[src/rtl/issue_seq_pkg.sv]
// Shared format codes, sequencer states and slot widths of the issue sequencer.
// Assumes the fixed 32-bit word layout: format in 31:30, shorts in 29:15 / 14:0.
package issue_seq_pkg;
    localparam int WORD_W  = 32;
    localparam int SHORT_W = 15;
    localparam int LONG_W  = 30;

    typedef enum logic [1:0] {
        FMT_PAR  = 2'b00,
        FMT_LR   = 2'b01,
        FMT_RL   = 2'b10,
        FMT_LONG = 2'b11
    } fmt_e;

    typedef enum logic [1:0] {
        ST_IDLE,
        ST_FIRST,
        ST_SECOND,
        ST_COMMIT
    } st_e;
endpackage

[src/rtl/issue_seq_split.sv]
// Slices a held instruction word into its format code and slot payloads.
// Purely combinational; assumes the word layout defined in issue_seq_pkg.
module issue_seq_split
    import issue_seq_pkg::*;
(
    input  logic [WORD_W-1:0]  word,
    output fmt_e               fmt,
    output logic [SHORT_W-1:0] left_fld,
    output logic [SHORT_W-1:0] right_fld,
    output logic [LONG_W-1:0]  long_fld
);
    assign fmt       = fmt_e'(word[WORD_W-1 -: 2]);
    assign left_fld  = word[2*SHORT_W-1 : SHORT_W];
    assign right_fld = word[SHORT_W-1 : 0];
    assign long_fld  = word[LONG_W-1 : 0];
endmodule

[src/rtl/issue_seq_ctrl.sv]
// Step controller: latches a word, drives the slot strobes over one or two
// issue cycles and records whether an issued operation redirected the PC.
// Assumes the execution side answers combinationally in the issue cycle.
module issue_seq_ctrl
    import issue_seq_pkg::*;
#(
    parameter int PC_W = 16
) (
    input  logic               clk,
    input  logic               rst_n,
    input  logic               step_valid,
    input  logic [WORD_W-1:0]  insn_word,
    input  logic               left_test_only,
    input  logic               right_test_only,
    input  logic               exe_pc_chg,
    input  logic [PC_W-1:0]    exe_new_pc,
    input  logic               exe_cond_true,
    output logic               ready,
    output logic               go_long,
    output logic               go_left,
    output logic               go_right,
    output logic [LONG_W-1:0]  long_op,
    output logic [SHORT_W-1:0] left_op,
    output logic [SHORT_W-1:0] right_op,
    output logic               commit,
    output logic               chg_q,
    output logic [PC_W-1:0]    tgt_q
);
    st_e               st;
    logic [WORD_W-1:0] word_q;
    logic              lt_q, rt_q;
    fmt_e              fmt;
    logic              is_seq;

    issue_seq_split u_split (
        .word      (word_q),
        .fmt       (fmt),
        .left_fld  (left_op),
        .right_fld (right_op),
        .long_fld  (long_op)
    );

    assign is_seq = (fmt == FMT_LR) || (fmt == FMT_RL);
    assign ready  = (st == ST_IDLE);
    assign commit = (st == ST_COMMIT);

    // State progression and capture of the execution answer per issue cycle.
    always_ff @(posedge clk) begin
        if (!rst_n) begin
            st     <= ST_IDLE;
            word_q <= '0;
            lt_q   <= 1'b0;
            rt_q   <= 1'b0;
            chg_q  <= 1'b0;
            tgt_q  <= '0;
        end else begin
            unique case (st)
                ST_IDLE: if (step_valid) begin
                    word_q <= insn_word;
                    lt_q   <= left_test_only;
                    rt_q   <= right_test_only;
                    chg_q  <= 1'b0;
                    st     <= ST_FIRST;
                end
                ST_FIRST: begin
                    chg_q <= exe_pc_chg;
                    tgt_q <= exe_new_pc;
                    st    <= (is_seq && !exe_pc_chg) ? ST_SECOND : ST_COMMIT;
                end
                ST_SECOND: begin
                    chg_q <= exe_pc_chg;
                    tgt_q <= exe_new_pc;
                    st    <= ST_COMMIT;
                end
                ST_COMMIT: st <= ST_IDLE;
            endcase
        end
    end

    // Slot strobes for the current issue cycle, predication included.
    always_comb begin
        go_long  = 1'b0;
        go_left  = 1'b0;
        go_right = 1'b0;
        if (st == ST_FIRST) begin
            unique case (fmt)
                FMT_LONG: go_long  = 1'b1;
                FMT_LR:   go_left  = 1'b1;
                FMT_RL:   go_right = 1'b1;
                FMT_PAR: begin
                    if (lt_q) begin
                        go_left  = 1'b1;
                        go_right = exe_cond_true;
                    end else if (rt_q) begin
                        go_right = 1'b1;
                        go_left  = exe_cond_true;
                    end else begin
                        go_left  = 1'b1;
                        go_right = 1'b1;
                    end
                end
            endcase
        end else if (st == ST_SECOND) begin
            go_right = (fmt == FMT_LR);
            go_left  = (fmt == FMT_RL);
        end
    end
endmodule

[src/rtl/issue_seq_npc.sv]
// Next-PC selection: branch target, repeat loop and breakpoint trap, plus
// the register updates those imply. Combinational; evaluated in the commit cycle.
module issue_seq_npc #(
    parameter int          PC_W     = 16,
    parameter int          CNT_W    = 16,
    parameter int          PSW_W    = 16,
    parameter int          RP_BIT   = 1,
    parameter int          DB_BIT   = 2,
    parameter int          SM_BIT   = 15,
    parameter int unsigned TRAP_VEC = 'h0F00
) (
    input  logic [PC_W-1:0]  pc_cur,
    input  logic             chg,
    input  logic [PC_W-1:0]  tgt,
    input  logic [PSW_W-1:0] psw_in,
    input  logic [PC_W-1:0]  rpt_start,
    input  logic [PC_W-1:0]  rpt_end,
    input  logic [CNT_W-1:0] rpt_cnt_in,
    input  logic [PC_W-1:0]  bp_addr,
    output logic [PC_W-1:0]  pc_nxt,
    output logic             cnt_wr,
    output logic [CNT_W-1:0] cnt_nxt,
    output logic             psw_wr,
    output logic [PSW_W-1:0] psw_nxt,
    output logic             trap,
    output logic [PC_W-1:0]  bpc,
    output logic [PSW_W-1:0] bpsw
);
    localparam logic [PSW_W-1:0] SM_MASK = PSW_W'(1) << SM_BIT;
    localparam logic [PSW_W-1:0] RP_MASK = PSW_W'(1) << RP_BIT;

    logic            loop_hit, last_pass;
    logic [PC_W-1:0] flow_pc;

    // Flow PC before the breakpoint check.
    always_comb begin
        loop_hit  = !chg && psw_in[RP_BIT] && (pc_cur == rpt_end);
        last_pass = (rpt_cnt_in == CNT_W'(1));
        if (chg)                       flow_pc = tgt;
        else if (loop_hit && !last_pass) flow_pc = rpt_start;
        else                           flow_pc = pc_cur + PC_W'(1);
    end

    // Breakpoint override and the register writes of this commit.
    always_comb begin
        trap    = psw_in[DB_BIT] && (flow_pc == bp_addr);
        pc_nxt  = trap ? PC_W'(TRAP_VEC) : flow_pc;
        cnt_wr  = loop_hit;
        cnt_nxt = last_pass ? '0 : rpt_cnt_in - CNT_W'(1);
        psw_wr  = trap || (loop_hit && last_pass);
        psw_nxt = trap ? (psw_in & SM_MASK) : (psw_in & ~RP_MASK);
        bpc     = flow_pc;
        bpsw    = psw_in;
    end
endmodule

[src/rtl/issue_seq.sv]
// Top of the dual-slot issue sequencer: step controller, next-PC logic and
// the committed PC with its one-cycle update strobes.
module issue_seq
    import issue_seq_pkg::*;
#(
    parameter int          PC_W     = 16,
    parameter int          CNT_W    = 16,
    parameter int          PSW_W    = 16,
    parameter int          RP_BIT   = 1,
    parameter int          DB_BIT   = 2,
    parameter int          SM_BIT   = 15,
    parameter int unsigned TRAP_VEC = 'h0F00,
    parameter int unsigned PC_RESET = 0
) (
    input  logic               clk,
    input  logic               rst_n,
    input  logic               step_valid,
    input  logic [31:0]        insn_word,
    input  logic               left_test_only,
    input  logic               right_test_only,
    output logic               ready,
    output logic               go_long,
    output logic               go_left,
    output logic               go_right,
    output logic [29:0]        long_op,
    output logic [14:0]        left_op,
    output logic [14:0]        right_op,
    input  logic               exe_pc_chg,
    input  logic [PC_W-1:0]    exe_new_pc,
    input  logic               exe_cond_true,
    input  logic [PSW_W-1:0]   psw_in,
    input  logic [PC_W-1:0]    rpt_start,
    input  logic [PC_W-1:0]    rpt_end,
    input  logic [CNT_W-1:0]   rpt_cnt_in,
    input  logic [PC_W-1:0]    bp_addr,
    output logic [PC_W-1:0]    pc,
    output logic [PC_W+1:0]    fetch_addr,
    output logic               done,
    output logic               rpt_cnt_wr,
    output logic [CNT_W-1:0]   rpt_cnt_nxt,
    output logic               psw_wr,
    output logic [PSW_W-1:0]   psw_nxt,
    output logic               trap_save,
    output logic [PC_W-1:0]    bpc_val,
    output logic [PSW_W-1:0]   bpsw_val
);
    logic             commit, chg_q;
    logic [PC_W-1:0]  tgt_q, pc_q, n_pc, n_bpc;
    logic             n_cnt_wr, n_psw_wr, n_trap;
    logic [CNT_W-1:0] n_cnt;
    logic [PSW_W-1:0] n_psw, n_bpsw;

    issue_seq_ctrl #(.PC_W(PC_W)) u_ctrl (
        .clk             (clk),
        .rst_n           (rst_n),
        .step_valid      (step_valid),
        .insn_word       (insn_word),
        .left_test_only  (left_test_only),
        .right_test_only (right_test_only),
        .exe_pc_chg      (exe_pc_chg),
        .exe_new_pc      (exe_new_pc),
        .exe_cond_true   (exe_cond_true),
        .ready           (ready),
        .go_long         (go_long),
        .go_left         (go_left),
        .go_right        (go_right),
        .long_op         (long_op),
        .left_op         (left_op),
        .right_op        (right_op),
        .commit          (commit),
        .chg_q           (chg_q),
        .tgt_q           (tgt_q)
    );

    issue_seq_npc #(
        .PC_W(PC_W), .CNT_W(CNT_W), .PSW_W(PSW_W), .RP_BIT(RP_BIT),
        .DB_BIT(DB_BIT), .SM_BIT(SM_BIT), .TRAP_VEC(TRAP_VEC)
    ) u_npc (
        .pc_cur     (pc_q),
        .chg        (chg_q),
        .tgt        (tgt_q),
        .psw_in     (psw_in),
        .rpt_start  (rpt_start),
        .rpt_end    (rpt_end),
        .rpt_cnt_in (rpt_cnt_in),
        .bp_addr    (bp_addr),
        .pc_nxt     (n_pc),
        .cnt_wr     (n_cnt_wr),
        .cnt_nxt    (n_cnt),
        .psw_wr     (n_psw_wr),
        .psw_nxt    (n_psw),
        .trap       (n_trap),
        .bpc        (n_bpc),
        .bpsw       (n_bpsw)
    );

    // Commit the PC and emit the update strobes aligned with done.
    always_ff @(posedge clk) begin
        if (!rst_n) begin
            pc_q        <= PC_W'(PC_RESET);
            done        <= 1'b0;
            rpt_cnt_wr  <= 1'b0;
            psw_wr      <= 1'b0;
            trap_save   <= 1'b0;
            rpt_cnt_nxt <= '0;
            psw_nxt     <= '0;
            bpc_val     <= '0;
            bpsw_val    <= '0;
        end else begin
            done       <= commit;
            rpt_cnt_wr <= commit && n_cnt_wr;
            psw_wr     <= commit && n_psw_wr;
            trap_save  <= commit && n_trap;
            if (commit) begin
                pc_q        <= n_pc;
                rpt_cnt_nxt <= n_cnt;
                psw_nxt     <= n_psw;
                bpc_val     <= n_bpc;
                bpsw_val    <= n_bpsw;
            end
        end
    end

    assign pc         = pc_q;
    assign fetch_addr = {pc_q, 2'b00};
endmodule

[config.mk]
export PLATFORM = sky130hd
export DESIGN_NAME = issue_seq
export DESIGN_NICKNAME = d
export VERILOG_FILES = /design/src/rtl/issue_seq_pkg.sv /design/src/rtl/issue_seq_split.sv /design/src/rtl/issue_seq_ctrl.sv /design/src/rtl/issue_seq_npc.sv /design/src/rtl/issue_seq.sv
export SDC_FILE = /design/constraint.sdc
export NUM_CORES = 1
export LEC_CHECK = 0
export ABC_AREA = 1
export BUFFER_PORTS_ARGS = -buffer_cell sky130_fd_sc_hd__buf_4
export CAP_MARGIN = 10
export CORE_MARGIN = 3
export CORE_UTILIZATION = 49
export CTS_CLUSTER_DIAMETER = 30
export DETAILED_ROUTE_END_ITERATION = 6
export GPL_TIMING_DRIVEN = 0
export PLACE_DENSITY = 0.89
export SETUP_SLACK_MARGIN = 0.05
export SKIP_CTS_REPAIR_TIMING = 1
export SYNTH_ARGS = -nofsm -noshare
export SYNTH_HDL_FRONTEND = slang
export SYNTH_SLANG_ARGS = --single-unit
export TNS_END_PERCENT = 20
[constraint.sdc]
create_clock -name clk -period 3.1 [get_ports clk]
set_clock_uncertainty 0.15 [all_clocks]
set_input_delay 0.62 -clock clk [delete_from_list [all_inputs] [get_ports clk]]
set_output_delay 0.62 -clock clk [all_outputs]
set_load 0.05 [all_outputs]
==> results of run 1 <==
==> synth_stat cells <==
cell type / n
a21oi_2: 10
nor3_1: 10
buf_1: 2
a21oi_1: 95
ha_1: 11
o21ai_0: 67
nand3_1: 40
nand4_1: 21
xnor2_1: 6
nand4_4: 1
nand2_2: 18
nor2_2: 5
clkbuf_1: 37
xor2_1: 20
or2_2: 2
buf_4: 52
inv_1: 119
dfxtp_1: 135
nor2_1: 152
buf_6: 3
nor2_8: 1
nor3_2: 1
nand3b_1: 12
buf_2: 4
a211oi_1: 1
conb_1: 1
buf_8: 1
nand3_2: 5
a31oi_1: 1
clkinv_1: 2
o211ai_1: 2
a221oi_1: 1
nand2_1: 283
inv_2: 11
==> layout make-up <==
type,count,share of cell area
multi-input combinational,768,0.348
sequential,135,0.255
timing repair buffer,312,0.220
buffer,99,0.0568
inverter,132,0.0460
clock buffer,22,0.0440
tap,184,0.0214
clock inverter,9,0.00929
==> worst min path at each step <==
stage | startpoint | endpoint | slack (ps) | cells after the start
2_1_floorplan | u_ctrl.tgt_q[0] | u_ctrl.tgt_q[0] | 280 | 2
3_3_place_gp | u_ctrl.tgt_q[2] | u_ctrl.tgt_q[2] | 300 | 2
3_5_place_dp | u_ctrl.tgt_q[9] | u_ctrl.tgt_q[9] | 300 | 2
4_1_cts | insn_word[5] | u_ctrl.word_q[5] | 300 | 3
5_1_grt | insn_word[1] | u_ctrl.word_q[1] | 310 | 3
6_report | insn_word[5] | u_ctrl.word_q[5] | 310 | 3
==> where the power goes <==
group,internal (mW),switching (mW),leakage [nW]
sequential,2.05,0.233,1.11
clock,1.23,0.734,0.282
combinational,1.20,2.64,3.92
==> routing by layer <==
| metal | global-route usage | routed length, um | part of all wire | vias to the layer above |
|---|---|---|---|---|
| met4 | 0.101 | 800 | 0.029 | 0 |
| met1 | 0.394 | 11000 | 0.40 | 4005 |
| met2 | 0.510 | 13200 | 0.48 | 408 |
| li1 | - | - | - | 4165 |
| met5 | 0 | 0 | 0 | - |
| met3 | 0.0717 | 2440 | 0.089 | 60 |
==> cells in the final DEF (no fill, tap or decap), types with 3 or more instances in the layout <==
cell / n
buf_4: 360
nand2_1: 279
nor2_1: 148
dfxtp_1: 119
inv_1: 116
a21oi_1: 95
o21ai_0: 67
clkbuf_1: 39
nand3_1: 38
nand2_2: 22
nand4_1: 21
xor2_1: 20
clkbuf_16: 17
inv_2: 14
nand3b_1: 12
ha_1: 11
a21oi_2: 10
dfxtp_4: 10
nor2_2: 7
nor3_1: 7
nand3_2: 7
dfxtp_2: 6
xnor2_1: 5
buf_6: 5
clkinv_2: 5
nor3_2: 4
buf_2: 4
conb_1: 3
clkbuf_8: 3
==> flip-flops by register name, indices dropped and copies added, names as in the netlist <==
name,flops
bpc_val,16
bpsw_val,15
done,1
pc,16
psw_nxt,15
psw_wr,1
rpt_cnt_nxt,16
rpt_cnt_wr,1
trap_save,1
u_ctrl.chg_q,1
u_ctrl.lt_q,1
u_ctrl.rt_q,1
u_ctrl.st,2
u_ctrl.tgt_q,16
u_ctrl.word_q,32
==> cell families (layout without fill, tap and decap cells) <==
family / Yosys count / in the layout / share of synthesized area
adders and majority gates: 11 / 11 / 0.0184
xor gates and xnor gates: 26 / 26 / 0.0305
AOI/OAI and AO/OA: 177 / 177 / 0.125
other: 1 / 3 / 0.000502
DFF: 135 / 135 / 0.362
buffers and inverters: 231 / 574 / 0.147
and+or+nand+nor: 551 / 551 / 0.316
==> worst min-delay path, cell delays in order <==
cell and delay, ps:
buf_4 70, o21ai_0 70, nor2_1 70
==> stage by stage <==
stage	TNS, ps	setup slack (ps)	util	cell area (sq um)	std cells
3_3_place_gp	-5820	-295	0.676	9930	1614
6_report	0	183	0.733	10800	1661
3_5_place_dp	-7580	-353	0.676	9930	1614
5_1_grt	0	21.3	0.733	10800	1661
2_1_floorplan	0	134	-	7480	1134
4_1_cts	0	0.710	0.715	10500	1645
==> flow_summary.html, run 1 <==
<table>
<tr><th>Metric</th><th>Value</th></tr>
<tr><th colspan="2">Die</th></tr>
<tr><td>I/O pin cnt</td><td>301</td></tr>
<tr><td>Die extent in x</td><td>129 um</td></tr>
<tr><td>Number of core rows</td><td>44</td></tr>
<tr><td>Starting Density</td><td>0.508</td></tr>
<tr><td>Die ar.</td><td>0.0168 sq mm</td></tr>
<tr><td>Core outline area</td><td>0.0147 sq mm</td></tr>
<tr><td>Die height</td><td>129 um</td></tr>
<tr><th colspan="2">STA</th></tr>
<tr><td>Final setup violation count</td><td>0</td></tr>
<tr><td>Number of max-slew violations in the final report</td><td>0</td></tr>
<tr><td>Slew headroom</td><td>0.570</td></tr>
<tr><td>Period utilisation layout</td><td>0.941</td></tr>
<tr><td>Fmax</td><td>343 MHz</td></tr>
<tr><td>Final hold vios</td><td>0</td></tr>
<tr><td>Setup repair after global routing missed its margin</td><td>false</td></tr>
<tr><td>Final min period</td><td>2920 ps</td></tr>
<tr><td>Transition at the pin with the smallest max-transition slack</td><td>645 ps</td></tr>
<tr><td>Worst Hold Slack</td><td>307 ps</td></tr>
<tr><th colspan="2">Routing</th></tr>
<tr><td>DRC violation count after routing</td><td>0</td></tr>
<tr><td>Count of routing violations after the opening detailed-route iteration</td><td>730</td></tr>
<tr><td>Residual antenna-violating net count after detailed routing</td><td>0</td></tr>
<tr><td>Total via count in the routed design</td><td>8638</td></tr>
<tr><td>Post-detailed-route wirelength per cell</td><td>16.5 um</td></tr>
<tr><td>Total Wirelength</td><td>27400 um</td></tr>
<tr><td>Drt first pass iters</td><td>5</td></tr>
<tr><td>Vias per cell</td><td>5.20</td></tr>
<tr><th colspan="2">Pwr</th></tr>
<tr><td>Sum of internal, switching and leakage power</td><td>8.09 mW</td></tr>
<tr><td>Maximum ir drop on the vdd rail</td><td>0.640 mV</td></tr>
<tr><td>Power per cell area</td><td>750 mW/mm^2</td></tr>
<tr><td>Leakage power of the design</td><td>5.31 nW</td></tr>
<tr><th colspan="2">Worst setup path</th></tr>
<tr><td>Buffers plus inverters on the worst setup path</td><td>5</td></tr>
<tr><td>End point of the critical path</td><td>psw_nxt[8]</td></tr>
<tr><td>Worst setup path startpoint</td><td>rpt_cnt_in[12]</td></tr>
<tr><td>Length in cells of the worst reg-to-reg path</td><td>19</td></tr>
<tr><td>Reg-to-reg setup timing slack</td><td>200 ps</td></tr>
<tr><td>Arrival time of the worst setup path</td><td>3040 ps</td></tr>
<tr><td>Worst path slowest cell</td><td>nor2_1</td></tr>
<tr><td>Critical Path Most Common Cell</td><td>nand2_1</td></tr>
<tr><td>Top fanout value on the critical path</td><td>10</td></tr>
<tr><td>Start-to-end type of the worst setup path</td><td>in -&gt; reg</td></tr>
<tr><td>Data required, critical path</td><td>3220 ps</td></tr>
<tr><td>Series of cell instances along the critical path</td><td>buf_4, nor2_1, inv_1, nor3_2, nand3_2, nand4_4, buf_6, nand2_1, nand3_1, nand2_1, nand2_1, nand2_2, nor2_1, nand2_1, nor2_2, nand3_2, buf_6, buf_8, nand2_2, a21oi_2</td></tr>
<tr><td>Slowest cell delay on critical path</td><td>250 ps</td></tr>
<tr><td>Endpoint of the worst register-to-register path</td><td>psw_nxt[8]</td></tr>
<tr><td>CP top delay family</td><td>simple AND/OR/NAND/NOR gates</td></tr>
<tr><td>Count of cell instances traversed by the critical path</td><td>20</td></tr>
<tr><td>Worst reg2reg startpoint</td><td>pc[1]</td></tr>
<tr><td>Kind of capture point of the worst setup path</td><td>register</td></tr>
<tr><td>Startpoint class of the critical path</td><td>input port</td></tr>
<tr><th colspan="2">Clock tree</th></tr>
<tr><td>Clock latency reported for the late side of the worst-skew pair</td><td>420 ps</td></tr>
<tr><td>TritonCTS clock tree</td><td>built</td></tr>
<tr><td>Clock-pin slew reported for the worst setup and hold paths after clock tree synthesis</td><td>50 ps</td></tr>
<tr><td>Number of levels the H-tree was split into</td><td>4</td></tr>
<tr><td>CTS buffer count</td><td>17</td></tr>
<tr><td>Sink count of the clock tree</td><td>135</td></tr>
<tr><td>Maximum number of buffers from clock root to sink</td><td>2</td></tr>
<tr><td>CTS root buffer</td><td>clkbuf_16</td></tr>
<tr><th colspan="2">Synth</th></tr>
<tr><td>Fraction of the yosys area taken by sequential cells</td><td>0.362</td></tr>
<tr><td>Number of storage elements in the synthesis netlist</td><td>135</td></tr>
<tr><td>Top cell type's share of synthesized area</td><td>0.362</td></tr>
<tr><td>Cell taking the most area after synthesis</td><td>dfxtp_1</td></tr>
<tr><td>Avg Synthesized Cell Area</td><td>6.60 sq um</td></tr>
<tr><td>Synthesis warning total</td><td>0</td></tr>
<tr><td>Post-synthesis cell area</td><td>0.00747 sq mm</td></tr>
<tr><td>Cell types occupying the most area after synthesis</td><td>dfxtp_1, nand2_1, nor2_1</td></tr>
<tr><td>Gate count after technology mapping</td><td>1132</td></tr>
<tr><td>Library cells used by synthesis</td><td>34</td></tr>
<tr><th colspan="2">Layout</th></tr>
<tr><td>Sequential cell area</td><td>0.00275 sq mm</td></tr>
<tr><td>Area of the multi-input gates</td><td>0.00375 sq mm</td></tr>
<tr><td>Filler Cells Inserted</td><td>1143</td></tr>
<tr><td>Number of diodes added for antenna fixing</td><td>0</td></tr>
<tr><td>Growth of design area from synthesis to finish</td><td>44.2%</td></tr>
<tr><td>Layout Nets</td><td>1611</td></tr>
<tr><td>Share of cells above drive strength 1</td><td>0.330</td></tr>
<tr><th colspan="2">Place</th></tr>
<tr><td>I/O Buffers</td><td>296</td></tr>
<tr><td>HPWL after detailed placement</td><td>21600 um</td></tr>
<tr><td>Placer congestion estimate</td><td>0.987</td></tr>
<tr><th colspan="2">Global routing</th></tr>
<tr><td>Pin count of the biggest net entering global routing</td><td>17</td></tr>
<tr><td>Global Route Usage Sum</td><td>0.307</td></tr>
<tr><td>Number of global-route vias before repair</td><td>7687</td></tr>
<tr><td>Initial antenna violation count</td><td>0</td></tr>
<tr><td>Global-route wire length before repair</td><td>39800 um</td></tr>
<tr><td>Congestion Overflow GR</td><td>0</td></tr>
<tr><th colspan="2">Job</th></tr>
<tr><td>Count of max-cap constraint violations</td><td>0</td></tr>
<tr><th colspan="2">Hold path</th></tr>
<tr><td>Worst min-delay path class</td><td>in -&gt; reg</td></tr>
<tr><th colspan="2">Status</th></tr>
<tr><td>Result of the run</td><td>finished, final reports clean</td></tr>
</table>
(Power assumes the default switching activity.)
==> run 2, diff against run 1 <==
ABC_AREA = unset   (was 1)
BUFFER_PORTS_ARGS = -buffer_cell sky130_fd_sc_hd__buf_2   (was -buffer_cell sky130_fd_sc_hd__buf_4)
==> run 2 against run 1 <==
Effect of this change: the flow now finishes with violations (negative setup slack); sequential power rose by 2%; sequential share of layout area rose by 1.2 points; register-to-register slack got worse by 690 ps; final cell count fell by 17%; non-clock buffer count rose by 6; area after synthesis fell by 1.4%; first-iteration DRC count fell by 16%; sequential cell count did not move; largest power group unchanged.
==> flow_summary.html, run 2 <==
<table>
<tr><th>Metric</th><th>Value</th></tr>
<tr><th colspan="2">Synth</th></tr>
<tr><td>Cell taking the most area after synthesis</td><td>dfxtp_1</td></tr>
<tr><td>Gate count after technology mapping</td><td>855 (-24%)</td></tr>
<tr><td>Avg Synthesized Cell Area</td><td>8.61 sq um (+31%)</td></tr>
<tr><td>Async S/R FF share, synth</td><td>0 (unchanged)</td></tr>
<tr><td>Largest family of logic cells by synthesized area</td><td>simple AND/OR/NAND/NOR gates</td></tr>
<tr><td>Number of storage elements in the synthesis netlist</td><td>135 (unchanged)</td></tr>
<tr><td>Most repeated cell in the gate-level netlist after synthesis</td><td>dfxtp_1</td></tr>
<tr><td>Primary FF master, synth</td><td>dfxtp_1</td></tr>
<tr><td>Fraction of the yosys area taken by sequential cells</td><td>0.367 (+0.00516)</td></tr>
<tr><td>Post-synthesis compound-gate area fraction</td><td>0.183 (+0.0580)</td></tr>
<tr><td>Library cells used by synthesis</td><td>61 (+79%)</td></tr>
<tr><td>Top cell type's share of synthesized area</td><td>0.367 (+0.00516)</td></tr>
<tr><td>Adder-Cell Fraction of Synth Area</td><td>0.0187 (+0.000263)</td></tr>
<tr><td>Post-synthesis simple-gate area fraction</td><td>0.221 (-0.0952)</td></tr>
<tr><td>Cell types occupying the most area after synthesis</td><td>dfxtp_1, nand2_1, buf_4</td></tr>
<tr><td>Post-synthesis cell area</td><td>0.00737 sq mm (-1.4%)</td></tr>
<tr><td>Leading cell types by count after synthesis</td><td>dfxtp_1, nand2_1, nor2b_1, buf_4, nor2_1</td></tr>
<tr><td>Fraction of synthesized area in multiplexers</td><td>0.0518 (+0.0518)</td></tr>
<tr><td>Number of synthesized flops with an enable pin</td><td>0 (unchanged)</td></tr>
<tr><td>Synthesis warning total</td><td>0 (unchanged)</td></tr>
<tr><td>Xor/xnor cell area share of the yosys netlist</td><td>0.0595 (+0.0290)</td></tr>
<tr><th colspan="2">Worst setup path</th></tr>
<tr><td>Series of cell instances along the critical path</td><td>buf_2, xor2_2, nor3_2, nand4_1, o41ai_4, o21ai_2, a2111oi_4, o211a_1, nand4_4, buf_12, clkbuf_16, a31oi_1</td></tr>
<tr><td>Data required, critical path</td><td>3280 ps (+60 ps)</td></tr>
<tr><td>Worst setup path startpoint</td><td>pc[7]</td></tr>
<tr><td>Worst reg2reg startpoint</td><td>pc[7]</td></tr>
<tr><td>Top fanout value on the critical path</td><td>7 (-3)</td></tr>
<tr><td>Slowest cell delay on critical path</td><td>540 ps (+290 ps)</td></tr>
<tr><td>CP top delay family</td><td>compound AO/OA/AOI/OAI gates</td></tr>
<tr><td>Reg-to-reg setup timing slack</td><td>-490 ps (-690 ps)</td></tr>
<tr><td>Buffers plus inverters on the worst setup path</td><td>3 (-2)</td></tr>
<tr><td>Arrival time of the worst setup path</td><td>3770 ps (+730 ps)</td></tr>
<tr><td>Startpoint class of the critical path</td><td>register</td></tr>
<tr><td>Start-to-end type of the worst setup path</td><td>reg -&gt; reg</td></tr>
<tr><td>Worst path slowest cell</td><td>o41ai_4</td></tr>
<tr><td>Kind of capture point of the worst setup path</td><td>register</td></tr>
<tr><th colspan="2">Routing</th></tr>
<tr><td>Total via count in the routed design</td><td>7620 (-12%)</td></tr>
<tr><td>DRC violation count after routing</td><td>0 (unchanged)</td></tr>
<tr><td>Residual antenna-violating net count after detailed routing</td><td>0 (unchanged)</td></tr>
<tr><td>Count of routing violations after the opening detailed-route iteration</td><td>612 (-16%)</td></tr>
<tr><td>Post-detailed-route wirelength per cell</td><td>18.5 um (+12%)</td></tr>
<tr><td>Total Wirelength</td><td>25700 um (-6.3%)</td></tr>
<tr><td>Vias per cell</td><td>5.51 (+5.9%)</td></tr>
<tr><td>Drt first pass iters</td><td>6 (+1)</td></tr>
<tr><th colspan="2">Layout</th></tr>
<tr><td>End-of-flow core utilization</td><td>0.700 (-0.0336)</td></tr>
<tr><td>Area of the multi-input gates</td><td>0.00429 sq mm (+14%)</td></tr>
<tr><td>Most flops, register</td><td>u_ctrl.word_q</td></tr>
<tr><td>Number of diodes added for antenna fixing</td><td>0 (unchanged)</td></tr>
<tr><td>Layout Nets</td><td>1335 (-17%)</td></tr>
<tr><td>Sequential cell area</td><td>0.00274 sq mm (-0.46%)</td></tr>
<tr><td>Largest register FFs</td><td>32 (unchanged)</td></tr>
<tr><td>Leading cell types in the layout, fill and taps excluded</td><td>buf_2, dfxtp_1, nand2_1, buf_4, nor2b_1</td></tr>
<tr><td>Filler Cells Inserted</td><td>1146 (+0.26%)</td></tr>
<tr><td>Share of cells above drive strength 1</td><td>0.395 (+0.0646)</td></tr>
<tr><td>Most common library cell in the layout ignoring fill and taps</td><td>buf_2</td></tr>
<tr><td>Growth of design area from synthesis to finish</td><td>39.1%</td></tr>
<tr><th colspan="2">STA</th></tr>
<tr><td>Setup repair after global routing missed its margin</td><td>true</td></tr>
<tr><td>Final min period</td><td>3590 ps (+673 ps)</td></tr>
<tr><td>Sum of negative setup slack</td><td>-13460 ps (-13460 ps)</td></tr>
<tr><td>Fmax</td><td>279 MHz (-19%)</td></tr>
<tr><td>Final hold vios</td><td>0 (unchanged)</td></tr>
<tr><td>Period utilisation layout</td><td>1.16 (+0.217)</td></tr>
<tr><td>Transition at the pin with the smallest max-transition slack</td><td>825 ps (+180 ps)</td></tr>
<tr><td>Number of max-slew violations in the final report</td><td>0 (unchanged)</td></tr>
<tr><td>Worst Hold Slack</td><td>298 ps (-9.15 ps)</td></tr>
<tr><td>Final WS setup</td><td>-490 ps (-673 ps)</td></tr>
<tr><td>Final setup violation count</td><td>32 (+32)</td></tr>
<tr><td>Slew headroom</td><td>0.450 (-0.120)</td></tr>
<tr><th colspan="2">Die</th></tr>
<tr><td>Die height</td><td>129 um (-0.67%)</td></tr>
<tr><td>I/O pin cnt</td><td>301 (unchanged)</td></tr>
<tr><td>Starting Density</td><td>0.503 (-0.00527)</td></tr>
<tr><td>Number of core rows</td><td>44 (unchanged)</td></tr>
<tr><td>Die ar.</td><td>0.0165 sq mm (-1.3%)</td></tr>
<tr><td>Die extent in x</td><td>129 um (-0.67%)</td></tr>
<tr><td>Core outline area</td><td>0.0146 sq mm (-0.37%)</td></tr>
<tr><th colspan="2">Place</th></tr>
<tr><td>Worst slack, placed</td><td>-861 ps (-508 ps)</td></tr>
<tr><td>Placer congestion estimate</td><td>0.973 (-1.3%)</td></tr>
<tr><td>HPWL after detailed placement</td><td>19400 um (-10%)</td></tr>
<tr><td>I/O Buffers</td><td>297 (+0.34%)</td></tr>
<tr><th colspan="2">Clock tree</th></tr>
<tr><td>Clock latency reported for the late side of the worst-skew pair</td><td>420 ps (about the same)</td></tr>
<tr><td>Maximum number of buffers from clock root to sink</td><td>2 (unchanged)</td></tr>
<tr><td>CTS root buffer</td><td>clkbuf_16</td></tr>
<tr><td>TritonCTS clock tree</td><td>built</td></tr>
<tr><td>CTS buffer count</td><td>17 (unchanged)</td></tr>
<tr><td>Clock-pin slew reported for the worst setup and hold paths after clock tree synthesis</td><td>60 ps (about the same)</td></tr>
<tr><td>Number of levels the H-tree was split into</td><td>4 (unchanged)</td></tr>
<tr><td>Sink count of the clock tree</td><td>135 (unchanged)</td></tr>
<tr><th colspan="2">Pwr</th></tr>
<tr><td>Power per cell area</td><td>726 mW/mm^2 (-3.3%)</td></tr>
<tr><td>Maximum ir drop on the vdd rail</td><td>0.547 mV (-15%)</td></tr>
<tr><td>Leakage power of the design</td><td>4.72 nW (-11%)</td></tr>
<tr><th colspan="2">Job</th></tr>
<tr><td>Count of max-cap constraint violations</td><td>0 (unchanged)</td></tr>
<tr><th colspan="2">Status</th></tr>
<tr><td>Failing checks</td><td>negative setup slack</td></tr>
<tr><td>Result of the run</td><td>finished, violations left</td></tr>
<tr><th colspan="2">Global routing</th></tr>
<tr><td>Pin count of the biggest net entering global routing</td><td>17 (unchanged)</td></tr>
<tr><td>Global-route wire length before repair</td><td>38000 um (-4.5%)</td></tr>
<tr><td>Number of global-route vias before repair</td><td>7277 (-5.3%)</td></tr>
<tr><td>Initial antenna violation count</td><td>0 (unchanged)</td></tr>
<tr><td>Congestion Overflow GR</td><td>0 (unchanged)</td></tr>
<tr><td>Global Route Usage Sum</td><td>0.295 (-0.0115)</td></tr>
<tr><th colspan="2">Hold path</th></tr>
<tr><td>Worst min-delay path class</td><td>in -&gt; reg</td></tr>
<tr><td>Worst Min Path Start</td><td>right_test_only</td></tr>
</table>
==> run 2: cell types whose count changed after synthesis, sizes merged, moves of 54 or more <==
| cell | change |
|---|---|
| nor2b | +54 |
| inv | -105 |
| nand2 | -193 |
| a21oi | -77 |
| nor2 | -108 |
==> run 2: path summary, 6_finish.rpt <==
check                                   end  depth (start not counted)
worst max register to register       pc[11]                         12
worst min register to register  u_ctrl.rt_q                          2
worst min-delay path            u_ctrl.rt_q                          3
worst max-delay path                 pc[11]                         12
==> run 2: cell families after synthesis <==
logic type,Yosys count
xor gates and xnor gates,50
buffers and inverters,129
other,1
adders and majority gates,11
and+or+nand+nor,315
DFF,135
muxes,38
AOI/OAI and AO/OA,176
==> run 2: power by group <==
| group | internal, mW | total [mW] | switching, mW |
|---|---|---|---|
| combinational | 0.933 | 3.09 | 2.16 |
| sequential | 2.05 | 2.32 | 0.273 |
| clock | 1.26 | 2.02 | 0.759 |
| total | 4.24 | 7.43 | 3.19 |
==> run 2: layout make-up <==
type | instances | share of cell area
multi-input combinational | 593 | 0.419
sequential | 135 | 0.267
timing repair buffer | 314 | 0.161
buffer | 103 | 0.0644
clock buffer | 23 | 0.0476
tap | 184 | 0.0225
inverter | 25 | 0.00940
clock inverter | 7 | 0.00916
==> run 2: per-stage QoR <==
stage                     cell area [sq um]  cells  total power [mW]
after detailed placement               9190   1338              5.33
after floorplan                        7470    857              4.53
after global routing                  10200   1384              7.75
after global placement                 9190   1338              5.27
final                                 10200   1384              7.43
after CTS                              9770   1368              7.35
==> run 2: per-layer routing <==
layer / share of wire / vias up / wire (um) / GRT usage
li1: - / 3588 / - / -
met1: 0.40 / 3566 / 10200 / 0.354
met2: 0.48 / 395 / 12300 / 0.497
met3: 0.089 / 71 / 2280 / 0.0789
met4: 0.034 / 0 / 882 / 0.130
met5: 0 / - / 0 / 0
==> run 2: worst reg2reg max path: stages, from the launching register on <==
cell and delay, ps:
dfxtp_2 330, buf_2 170, xor2_2 210, nor3_2 160, nand4_1 350, o41ai_4 540, o21ai_2 140, a2111oi_4 500
o211a_1 280, nand4_4 170, buf_12 190, clkbuf_16 140, a31oi_1 170
==> run 3, diff against run 2 <==
GPL_ROUTABILITY_DRIVEN = 0   (was unset)
TNS_END_PERCENT = unset   (was 20)
==> run 3 against run 2 <==
Effect of this change: the run still ends with negative setup slack left; via count grew 3.0%; sequential power is essentially flat; highest routed layer unchanged; clock-buffer cell count shrank 4; fmax grew 3.6%; worst hold slack is essentially flat; setup slack gained 130 ps; global-route usage shrank 1.0 points; largest power group unchanged; total power shrank 1.9%; register-to-register slack gained 130 ps.
==> flow_summary.html, run 3 (synthesis results as in run 2) <==
<table>
<tr><th>Metric</th><th>Value</th></tr>
<tr><th colspan="2">Clock tree</th></tr>
<tr><td>Maximum number of buffers from clock root to sink</td><td>2 (unchanged)</td></tr>
<tr><td>Number of levels the H-tree was split into</td><td>4 (unchanged)</td></tr>
<tr><td>Clock latency reported for the late side of the worst-skew pair</td><td>410 ps (about the same)</td></tr>
<tr><td>Clock-pin slew reported for the worst setup and hold paths after clock tree synthesis</td><td>60 ps (about the same)</td></tr>
<tr><td>CTS root buffer</td><td>clkbuf_16</td></tr>
<tr><td>CTS buffer count</td><td>17 (unchanged)</td></tr>
<tr><td>TritonCTS clock tree</td><td>built</td></tr>
<tr><td>Sink count of the clock tree</td><td>135 (unchanged)</td></tr>
<tr><th colspan="2">Pwr</th></tr>
<tr><td>Leakage power of the design</td><td>4.73 nW (+0.17%)</td></tr>
<tr><td>Power per cell area</td><td>710 mW/mm^2 (-2.2%)</td></tr>
<tr><td>Sum of internal, switching and leakage power</td><td>7.29 mW (-1.9%)</td></tr>
<tr><td>Maximum ir drop on the vdd rail</td><td>0.518 mV (-5.4%)</td></tr>
<tr><th colspan="2">Routing</th></tr>
<tr><td>Drt first pass iters</td><td>6 (unchanged)</td></tr>
<tr><td>Post-detailed-route wirelength per cell</td><td>18.9 um (+1.9%)</td></tr>
<tr><td>Vias per cell</td><td>5.64 (+2.4%)</td></tr>
<tr><td>DRC violation count after routing</td><td>0 (unchanged)</td></tr>
<tr><td>Count of routing violations after the opening detailed-route iteration</td><td>855 (+40%)</td></tr>
<tr><td>Residual antenna-violating net count after detailed routing</td><td>0 (unchanged)</td></tr>
<tr><td>Total via count in the routed design</td><td>7851 (+3.0%)</td></tr>
<tr><td>Total Wirelength</td><td>26300 um (+2.5%)</td></tr>
<tr><th colspan="2">STA</th></tr>
<tr><td>Final WS setup</td><td>-364 ps (+126 ps)</td></tr>
<tr><td>Number of max-slew violations in the final report</td><td>0 (unchanged)</td></tr>
<tr><td>Slew headroom</td><td>0.453 (+0.00321)</td></tr>
<tr><td>Transition at the pin with the smallest max-transition slack</td><td>820 ps (-4.82 ps)</td></tr>
<tr><td>Period utilisation layout</td><td>1.12 (-0.0406)</td></tr>
<tr><td>Final setup violation count</td><td>32 (unchanged)</td></tr>
<tr><td>Worst Hold Slack</td><td>298 ps (+0.316 ps)</td></tr>
<tr><td>Final hold vios</td><td>0 (unchanged)</td></tr>
<tr><td>Final min period</td><td>3460 ps (-126 ps)</td></tr>
<tr><td>Sum of negative setup slack</td><td>-9940 ps (+3520 ps)</td></tr>
<tr><td>Fmax</td><td>289 MHz (+3.6%)</td></tr>
<tr><td>Setup repair after global routing missed its margin</td><td>true</td></tr>
<tr><th colspan="2">Die</th></tr>
<tr><td>I/O pin cnt</td><td>301 (unchanged)</td></tr>
<tr><td>Starting Density</td><td>0.503 (unchanged)</td></tr>
<tr><td>Die extent in x</td><td>129 um (unchanged)</td></tr>
<tr><td>Number of core rows</td><td>44 (unchanged)</td></tr>
<tr><td>Core outline area</td><td>0.0146 sq mm (unchanged)</td></tr>
<tr><td>Die ar.</td><td>0.0165 sq mm (unchanged)</td></tr>
<tr><td>Die height</td><td>129 um (unchanged)</td></tr>
<tr><th colspan="2">Worst setup path</th></tr>
<tr><td>Slowest cell delay on critical path</td><td>450 ps (-90 ps)</td></tr>
<tr><td>Startpoint class of the critical path</td><td>register</td></tr>
<tr><td>Buffers plus inverters on the worst setup path</td><td>2 (-1)</td></tr>
<tr><td>CP top delay family</td><td>compound AO/OA/AOI/OAI gates</td></tr>
<tr><td>Kind of capture point of the worst setup path</td><td>register</td></tr>
<tr><td>Arrival time of the worst setup path</td><td>3620 ps (-150 ps)</td></tr>
<tr><td>Top fanout value on the critical path</td><td>10 (+3)</td></tr>
<tr><td>Start-to-end type of the worst setup path</td><td>reg -&gt; reg</td></tr>
<tr><td>Data required, critical path</td><td>3260 ps (-20 ps)</td></tr>
<tr><td>Series of cell instances along the critical path</td><td>buf_2, xor2_1, nor4_2, nand4_1, o41ai_4, o21ai_2, a2111oi_4, o211a_1, nand4_4, buf_6, a32o_1</td></tr>
<tr><td>Worst path slowest cell</td><td>a2111oi_4</td></tr>
<tr><th colspan="2">Status</th></tr>
<tr><td>Result of the run</td><td>finished, violations left</td></tr>
<tr><td>Failing checks</td><td>negative setup slack</td></tr>
<tr><th colspan="2">Place</th></tr>
<tr><td>Placed insts</td><td>1338 (unchanged)</td></tr>
<tr><td>HPWL after detailed placement</td><td>19200 um (-0.93%)</td></tr>
<tr><td>I/O Buffers</td><td>297 (unchanged)</td></tr>
<tr><th colspan="2">Global routing</th></tr>
<tr><td>Global Route Usage Sum</td><td>0.285 (-0.00998)</td></tr>
<tr><td>Pin count of the biggest net entering global routing</td><td>17 (unchanged)</td></tr>
<tr><td>Global-route wire length before repair</td><td>37200 um (-2.2%)</td></tr>
<tr><td>Initial antenna violation count</td><td>1 (+1)</td></tr>
<tr><td>Number of global-route vias before repair</td><td>7221 (-0.77%)</td></tr>
<tr><td>Congestion Overflow GR</td><td>0 (unchanged)</td></tr>
<tr><th colspan="2">Layout</th></tr>
<tr><td>Layout Nets</td><td>1341 (+0.45%)</td></tr>
<tr><td>Final cell count without fillers</td><td>1393 (+0.65%)</td></tr>
<tr><td>Most flops, register</td><td>u_ctrl.word_q</td></tr>
<tr><td>Leading cell types in the layout, fill and taps excluded</td><td>buf_2, dfxtp_1, nand2_1, buf_4, nor2b_1</td></tr>
<tr><td>Share of cells above drive strength 1</td><td>0.406 (+0.0115)</td></tr>
<tr><td>Most common library cell in the layout ignoring fill and taps</td><td>buf_2</td></tr>
<tr><td>Growth of design area from synthesis to finish</td><td>39.5%</td></tr>
<tr><td>Largest register FFs</td><td>32 (unchanged)</td></tr>
<tr><th colspan="2">Hold path</th></tr>
<tr><td>Worst min-delay path class</td><td>in -&gt; reg</td></tr>
<tr><th colspan="2">Job</th></tr>
<tr><td>Count of max-cap constraint violations</td><td>0 (unchanged)</td></tr>
</table>
## run 3: changes by cell type in the layout (fill, tap and decap cells not counted), moves of 3 or more
cell / delta
buf_2: -3
buf_4: +7
buf_6: +3
clkinvlp_4: +3
xor2_1: -3
xor2_2: +4
## run 3: cell type report
class | count | area (sq um)
fill | 1140 | 4370
multi-input combinational | 593 | 4300
sequential | 135 | 2740
timing repair buffer | 320 | 1720
buffer | 103 | 638
clock buffer | 19 | 453
tap | 184 | 230
clock inverter | 13 | 96.3
inverter | 25 | 96.3
antenna | 1 | 2.50
## run 3: worst register-to-register path: cells and delay by family, from the launching register on
family	cells	cell delay [ps]
compound gates	5	1450
simple gates	3	840
buf+inv	2	390
flops	1	340
xor+xnor	1	190
## run 3: report_power, final
part	leakage, nW	switching (mW)	internal [mW]
clock network	0.258	0.801	1.07
logic	3.37	2.16	0.928
registers	1.11	0.286	2.05
## run 3: metal layers
metal / vias up / part of all wire / global-route usage
met4: 0 / 0.041 / 0.106
met3: 104 / 0.098 / 0.0851
met2: 470 / 0.49 / 0.481
met5: - / 0 / 0
met1: 3680 / 0.37 / 0.344
li1: 3597 / - / -
## run 3: metrics by stage
stage,area (sq um),setup WS (ps),util
floorplan,7470,-128,-
global placement,9190,-835,0.628
detailed placement,9190,-858,0.628
CTS,9740,-488,0.665
global route,10300,-445,0.702
finish,10300,-364,0.702
## run 3: final timing paths
path                               endpoint            start  depth (start not counted)  slack, ps
worst max-delay path                  pc[1]            pc[5]                         11       -360
worst min-delay path            u_ctrl.rt_q  right_test_only                          3        300
worst max register to register        pc[1]            pc[5]                         11       -360
worst min register to register  psw_nxt[11]      psw_nxt[11]                          1        310
